## src/rtl/wp_lock_pkg.sv

```systemverilog
package wp_lock_pkg;
   localparam int NUM_EVT = 5;
   localparam int EV_KEYBUS = 0;
   localparam int EV_WPROT  = 1;
   localparam int EV_GLITCH = 2;
   localparam int EV_SEQ    = 3;
   localparam int EV_SWERR  = 4;

   typedef enum logic [2:0] {
      ACT_REPORT   = 3'd0,
      ACT_LOCK_A   = 3'd1,
      ACT_LOCK_B   = 3'd2,
      ACT_LOCK_ALL = 3'd3,
      ACT_CLR_A    = 3'd4,
      ACT_CLR_B    = 3'd5,
      ACT_CLR_ALL  = 3'd6,
      ACT_RSVD     = 3'd7
   } act_e;

   localparam logic [NUM_EVT-1:0] GRP_A   = 5'b10011;
   localparam logic [NUM_EVT-1:0] GRP_B   = 5'b01100;
   localparam logic [NUM_EVT-1:0] GRP_ALL = 5'b11111;

   function automatic logic [NUM_EVT-1:0] group_mask(input act_e a);
      case (a)
         ACT_LOCK_A, ACT_CLR_A:     group_mask = GRP_A;
         ACT_LOCK_B, ACT_CLR_B:     group_mask = GRP_B;
         ACT_LOCK_ALL, ACT_CLR_ALL: group_mask = GRP_ALL;
         default:                   group_mask = '0;
      endcase
   endfunction

   function automatic logic wipes_key(input act_e a);
      wipes_key = (a == ACT_CLR_A) || (a == ACT_CLR_B) || (a == ACT_CLR_ALL);
   endfunction
endpackage

```

## src/rtl/wp_mode_reg.sv

```systemverilog
module wp_mode_reg
   import wp_lock_pkg::*;
#(
   parameter int          DATA_W = 32,
   parameter int          KEY_W  = 24,
   parameter logic [23:0] PASSWD = 24'h414553
) (
   input  logic              clk,
   input  logic              rst_n,
   input  logic              wr_en,
   input  logic [DATA_W-1:0] wr_data,
   output logic [2:0]        prot_en,
   output act_e              action,
   output logic              first_mode,
   output logic [DATA_W-1:0] rd_data
);
   localparam int LOW_W = DATA_W - KEY_W;

   initial begin
      if (LOW_W != 8) $fatal(1, "wp_mode_reg: key must leave exactly 8 low bits");
      if (KEY_W != 24) $fatal(1, "wp_mode_reg: key width must be 24");
   end

   logic key_ok;
   assign key_ok = (wr_data[DATA_W-1:LOW_W] == PASSWD);

   always_ff @(posedge clk or negedge rst_n) begin
      if (!rst_n) begin
         prot_en    <= '0;
         action     <= ACT_REPORT;
         first_mode <= 1'b0;
      end else if (wr_en) begin
         action     <= act_e'(wr_data[7:5]);
         first_mode <= wr_data[4];
         if (key_ok) prot_en <= wr_data[2:0];
      end
   end

   always_comb begin
      rd_data      = '0;
      rd_data[2:0] = prot_en;
      rd_data[4]   = first_mode;
      rd_data[7:5] = action;
   end
endmodule

```

## src/rtl/wp_capture.sv

```systemverilog
module wp_capture #(
   parameter int W = 8
) (
   input  logic         clk,
   input  logic         rst_n,
   input  logic         cap,
   input  logic         sts_rd,
   input  logic         first_mode,
   input  logic [W-1:0] data_i,
   output logic [W-1:0] data_q
);
   initial begin
      if (W < 1) $fatal(1, "wp_capture: width must be positive");
   end

   logic held;
   logic take;

   assign take = cap && (!first_mode || !held || sts_rd);

   always_ff @(posedge clk or negedge rst_n) begin
      if (!rst_n) begin
         held   <= 1'b0;
         data_q <= '0;
      end else begin
         if (take) data_q <= data_i;
         if (cap) held <= 1'b1;
         else if (sts_rd) held <= 1'b0;
      end
   end
endmodule

```

## src/rtl/wp_event_log.sv

```systemverilog
module wp_event_log
   import wp_lock_pkg::*;
#(
   parameter int SRC_W = 8,
   parameter int TYP_W = 4
) (
   input  logic               clk,
   input  logic               rst_n,
   input  logic [NUM_EVT-1:0] evt,
   input  logic               sts_rd,
   input  logic               swrst,
   input  logic               first_mode,
   input  logic [SRC_W-1:0]   src_i,
   input  logic [TYP_W-1:0]   typ_i,
   output logic [NUM_EVT-1:0] flags,
   output logic [SRC_W-1:0]   src_q,
   output logic [TYP_W-1:0]   typ_q,
   output logic               sec_irq
);
   logic seq_armed;
   logic series_open;
   logic any_evt;

   assign any_evt = |evt;

   for (genvar k = 0; k < NUM_EVT; k++) begin : g_flag
      if (k == EV_SEQ) begin : g_seq
         always_ff @(posedge clk or negedge rst_n) begin
            if (!rst_n) begin
               flags[k]  <= 1'b0;
               seq_armed <= 1'b0;
            end else begin
               if (evt[k]) flags[k] <= 1'b1;
               else if (swrst && seq_armed) flags[k] <= 1'b0;
               if (evt[k]) seq_armed <= 1'b0;
               else if (sts_rd && flags[k]) seq_armed <= 1'b1;
               else if (swrst) seq_armed <= 1'b0;
            end
         end
      end else begin : g_plain
         always_ff @(posedge clk or negedge rst_n) begin
            if (!rst_n) flags[k] <= 1'b0;
            else if (evt[k]) flags[k] <= 1'b1;
            else if (sts_rd) flags[k] <= 1'b0;
         end
      end
   end

   always_ff @(posedge clk or negedge rst_n) begin
      if (!rst_n) begin
         series_open <= 1'b0;
         sec_irq     <= 1'b0;
      end else begin
         sec_irq <= any_evt && (!series_open || sts_rd);
         if (any_evt) series_open <= 1'b1;
         else if (sts_rd) series_open <= 1'b0;
      end
   end

   wp_capture #(.W(SRC_W)) u_cap_src (
      .clk(clk), .rst_n(rst_n), .cap(evt[EV_WPROT]), .sts_rd(sts_rd),
      .first_mode(first_mode), .data_i(src_i), .data_q(src_q)
   );

   wp_capture #(.W(TYP_W)) u_cap_typ (
      .clk(clk), .rst_n(rst_n), .cap(evt[EV_SWERR]), .sts_rd(sts_rd),
      .first_mode(first_mode), .data_i(typ_i), .data_q(typ_q)
   );
endmodule

```

## src/rtl/wp_lock_fsm.sv

```systemverilog
module wp_lock_fsm
   import wp_lock_pkg::*;
(
   input  logic               clk,
   input  logic               rst_n,
   input  logic [NUM_EVT-1:0] evt,
   input  logic [NUM_EVT-1:0] flags,
   input  act_e               action,
   input  logic               unlock,
   output logic               lock,
   output logic               key_clr
);
   logic [NUM_EVT-1:0] grp;
   logic               trig;
   logic               src_busy;

   assign grp      = group_mask(action);
   assign trig     = |(evt & grp);
   assign src_busy = |(flags & grp);

   always_ff @(posedge clk or negedge rst_n) begin
      if (!rst_n) begin
         lock    <= 1'b0;
         key_clr <= 1'b0;
      end else begin
         key_clr <= trig && wipes_key(action);
         if (trig) lock <= 1'b1;
         else if (unlock && !src_busy) lock <= 1'b0;
      end
   end
endmodule

```

## src/rtl/wp_lock_ctrl.sv

```systemverilog
module wp_lock_ctrl
   import wp_lock_pkg::*;
#(
   parameter int          DATA_W = 32,
   parameter int          KEY_W  = 24,
   parameter logic [23:0] PASSWD = 24'h414553,
   parameter int          SRC_W  = 8,
   parameter int          TYP_W  = 4
) (
   input  logic               clk,
   input  logic               rst_n,
   input  logic               wr_en,
   input  logic [DATA_W-1:0]  wr_data,
   output logic [DATA_W-1:0]  rd_data,
   output logic               prot_cfg_o,
   output logic               prot_int_o,
   output logic               prot_ctl_o,
   input  logic [NUM_EVT-1:0] evt_i,
   input  logic [SRC_W-1:0]   src_i,
   input  logic [TYP_W-1:0]   typ_i,
   input  logic               sts_rd_i,
   input  logic               swrst_i,
   input  logic               unlock_i,
   input  logic               start_req_i,
   output logic               start_o,
   output logic               lock_o,
   output logic               key_clr_o,
   output logic               sec_irq_o,
   output logic [NUM_EVT-1:0] flags_o,
   output logic [SRC_W-1:0]   src_o,
   output logic [TYP_W-1:0]   typ_o
);
   logic [2:0] prot_en;
   act_e       action;
   logic       first_mode;

   wp_mode_reg #(.DATA_W(DATA_W), .KEY_W(KEY_W), .PASSWD(PASSWD)) u_mode (
      .clk(clk), .rst_n(rst_n), .wr_en(wr_en), .wr_data(wr_data),
      .prot_en(prot_en), .action(action), .first_mode(first_mode),
      .rd_data(rd_data)
   );

   wp_event_log #(.SRC_W(SRC_W), .TYP_W(TYP_W)) u_log (
      .clk(clk), .rst_n(rst_n), .evt(evt_i), .sts_rd(sts_rd_i),
      .swrst(swrst_i), .first_mode(first_mode), .src_i(src_i),
      .typ_i(typ_i), .flags(flags_o), .src_q(src_o), .typ_q(typ_o),
      .sec_irq(sec_irq_o)
   );

   wp_lock_fsm u_lock (
      .clk(clk), .rst_n(rst_n), .evt(evt_i), .flags(flags_o),
      .action(action), .unlock(unlock_i), .lock(lock_o),
      .key_clr(key_clr_o)
   );

   assign prot_cfg_o = prot_en[0];
   assign prot_int_o = prot_en[1];
   assign prot_ctl_o = prot_en[2];
   assign start_o    = start_req_i && !lock_o;
endmodule

```

## config.mk

```make
export PLATFORM = sky130hd
export DESIGN_NAME = wp_lock_ctrl
export DESIGN_NICKNAME = d
export VERILOG_FILES = /design/src/rtl/wp_lock_pkg.sv /design/src/rtl/wp_mode_reg.sv /design/src/rtl/wp_capture.sv /design/src/rtl/wp_event_log.sv /design/src/rtl/wp_lock_fsm.sv /design/src/rtl/wp_lock_ctrl.sv
export SDC_FILE = /design/constraint.sdc
export NUM_CORES = 1
export LEC_CHECK = 0
export BUFFER_PORTS_ARGS = -buffer_cell sky130_fd_sc_hd__buf_2
export CORE_MARGIN = 5
export CORE_UTILIZATION = 40
export CTS_BUF_LIST = sky130_fd_sc_hd__clkbuf_16
export DETAILED_ROUTE_END_ITERATION = 8
export PLACE_DENSITY = 0.78
export RECOVER_POWER = 25
export SYNTH_ARGS = -nofsm -noshare
export SYNTH_HDL_FRONTEND = slang
export SYNTH_SLANG_ARGS = --single-unit
```

## constraint.sdc

```tcl
create_clock -name clk -period 3 [get_ports clk]
set_input_delay 0.15 -clock clk [delete_from_list [all_inputs] [get_ports clk]]
set_output_delay 0.15 -clock clk [all_outputs]
set_load 0.005 [all_outputs]
```

==> flow_summary.yaml <==
place:
  hpwl_mm: 2.69
  gp_congestion: 0.649
  dpl_cell_area_um2: 1780
  numPortBuffers: 85
  dp_slack_ns: 1.37
min_path:
  hold_path_class: "in -> reg"
synth:
  yosysTopAreaCellShare: 0.504
  ys_types: 28
  yosysTopAreaCell: "dfrtp_1"
  ys_seq_area_frac: 0.504
  yosysWarnings: 0
  synth_common_cells: "buf_4, dfrtp_1, mux2_2, a21o_1, nand2_1"
  synth_edf_count: 0
  syn-instance-count: 120
  ys_seq_elements: 29
  postSynthAreaPerCell_um2: 12.0
  synthArstFlopShare: 1.00
  synthFlopType: "dfrtp_1"
  synth_area_um2: 1440
  synth.top_cells.by_area: "dfrtp_1, buf_4, mux2_2"
  yosysMostFrequentCell: "buf_4"
routing:
  drt.antenna.violating_nets: 0
  dr.pass1.iters: 3
  first_iter_violations: 42
  vias_per_cell: 4.43
  wl_per_cell_um: 12.3
  wl_mm: 3.10
  vias: 1117
  drc: 0
critical_path:
  cp_max_fo: 3
  path_class: "in -> reg"
  cp_data_required_time_ns: 3.14
  arrival_ns: 1.49
  worstSetupEndpointType: "flop"
  startpoint_type: "input pin"
layout:
  regArea_um2: 726
  postLayoutCoreUtil: 0.561
  multi_input_area_um2: 564
  nets: 262
  drive_above_1_share: 0.500
  nFillCells: 335
  syn_to_final_growth_pct: 33.1
  final_area_um2: 1920
  antenna_cells: 0
clock_tree:
  path_clk_slew_ns: 0.04
  htree_num_levels: 2
  cts_buffers: 5
  cts_sinks: 29
  clockRootBuffer: "clkbuf_16"
  tritoncts: "built"
  cts_setup_buffers: 0
  cts_buffer_depth: 2
  clk_latency_ns: 0.26
sta:
  finalWorstSetupSlack_ns: 1.66
  fin_crit_sh: 0.447
  grt_setup_unrepaired: "false"
  tightest_slew_ns: 0.626
  fmax_ghz: 0.745
  final-hold-violation-count: 0
  tns_ns: 0
  maxSlewViolCount: 0
  finalSetupViolations: 0
  fin_skew_ns: 0.00407
  fin_crit_ns: 1.34
  max-slew-margin-rel: 0.582
global_route:
  grt_use_total: 0.129
  grt_max_degree: 30
  grt_pass1_wl_mm: 4.97
  antenna_found_initial: 0
  grt_overflow: 0
  grt_pass1_vias: 1165
die:
  chipHeight_um: 70
  rows: 21
  die_w_um: 70
  pin_count: 112
  start_util: 0.422
  fp.coreArea_um2: 3420
  die_area_um2: 4900
power_and_ir_drop:
  power_density_nw_per_um2: 545
  p_leak_nw: 1.02
  ir_drop_v: 0.000328
  total_power_w: 0.00105
run_status:
  status: "finished, final reports clean"
run:
  cap_violations: 0
-- registers in the layout, indices dropped and copies added (netlist names) --
register                flops
u_log.seq_armed             1
u_log.u_cap_src.data_q      8
u_lock.key_clr              1
u_mode.action               3
u_lock.lock                 1
u_log.flags                 5
u_log.series_open           1
u_log.sec_irq               1
u_mode.prot_en              3
u_mode.first_mode           1
u_log.u_cap_typ.data_q      4
-- per-layer routing --
metal  GRT usage  up-vias  routed length [um]
met3      0.0703        2                 456
li1            -      531                   -
met5           0        -                   0
met1       0.130      503                1080
met2       0.232       81                1550
met4      0.0319        0                  20
-- metrics by stage --
step / hold slack [ns] / instances
4_1_cts: 0.0717 / 252
2_1_floorplan: -0.146 / 144
3_3_place_gp: 0.218 / 244
6_report: 0.0805 / 252
5_1_grt: 0.0723 / 252
3_5_place_dp: 0.205 / 244
-- worst max-delay path: stages --
cell    delay, ns
buf_2        0.10
or4b_4       0.53
nor4_4       0.35
mux2_1       0.35
-- worst paths after layout --
check | start | endpoint | slack, ns | cells after the start
min in group asynchronous | rst_n | u_mode.prot_en[2] | 0.45 | 2
worst max register to register | u_log.flags[1] | u_log.u_cap_src.data_q[3] | 1.75 | 3
worst max-delay path | wr_data[11] | u_mode.prot_en[2] | 1.66 | 4
worst min-delay path | evt_i[3] | u_log.seq_armed | 0.08 | 2
worst min register to register | u_log.series_open | u_log.sec_irq | 0.44 | 1
max in group asynchronous | rst_n | u_mode.action[2] | 2.14 | 2
-- timing repair --
action / in CTS / in global routing
resized for setup: 0 / 0
hold buffers: 1 / 0
endpoints found under the hold margin: 29 / 0
-- logic make-up after synthesis --
family,Yosys count,synth area share
buffers and inverters,33,0.167
flip-flops,29,0.504
other,1,0.00260
XOR/XNOR,2,0.0122
AO/OA/AOI/OAI,11,0.0521
AND/OR/NAND/NOR,25,0.114
multiplexers,19,0.149
-- where the power goes --
part	switching [W]	total (W)	internal [W]
combinational	0.0000688	0.000157	0.0000878
sequential	0.0000229	0.000453	0.000430
clock	0.000142	0.000435	0.000294
-- cell usage in the layout (no fill, tap or decap), types with 3 or more instances in the layout --
cell / instances
inv_1: 3
mux2_2: 16
mux2_1: 3
nand2_1: 6
conb_1: 25
a21o_1: 6
nor2_1: 3
clkbuf_16: 5
clkbuf_1: 5
buf_2: 80
dfrtp_1: 29
-- layout make-up --
| cell class | instances | area share |
|---|---|---|
| Tap cell | 46 | 0.0300 |
| Clock inverter | 2 | 0.00392 |
| Multi-Input combinational cell | 82 | 0.294 |
| Inverter | 2 | 0.00392 |
| Clock buffer | 5 | 0.0653 |
| Sequential cell | 29 | 0.379 |
| Timing Repair Buffer | 86 | 0.224 |
No activity file was read; power rests on OpenSTA's default activity.
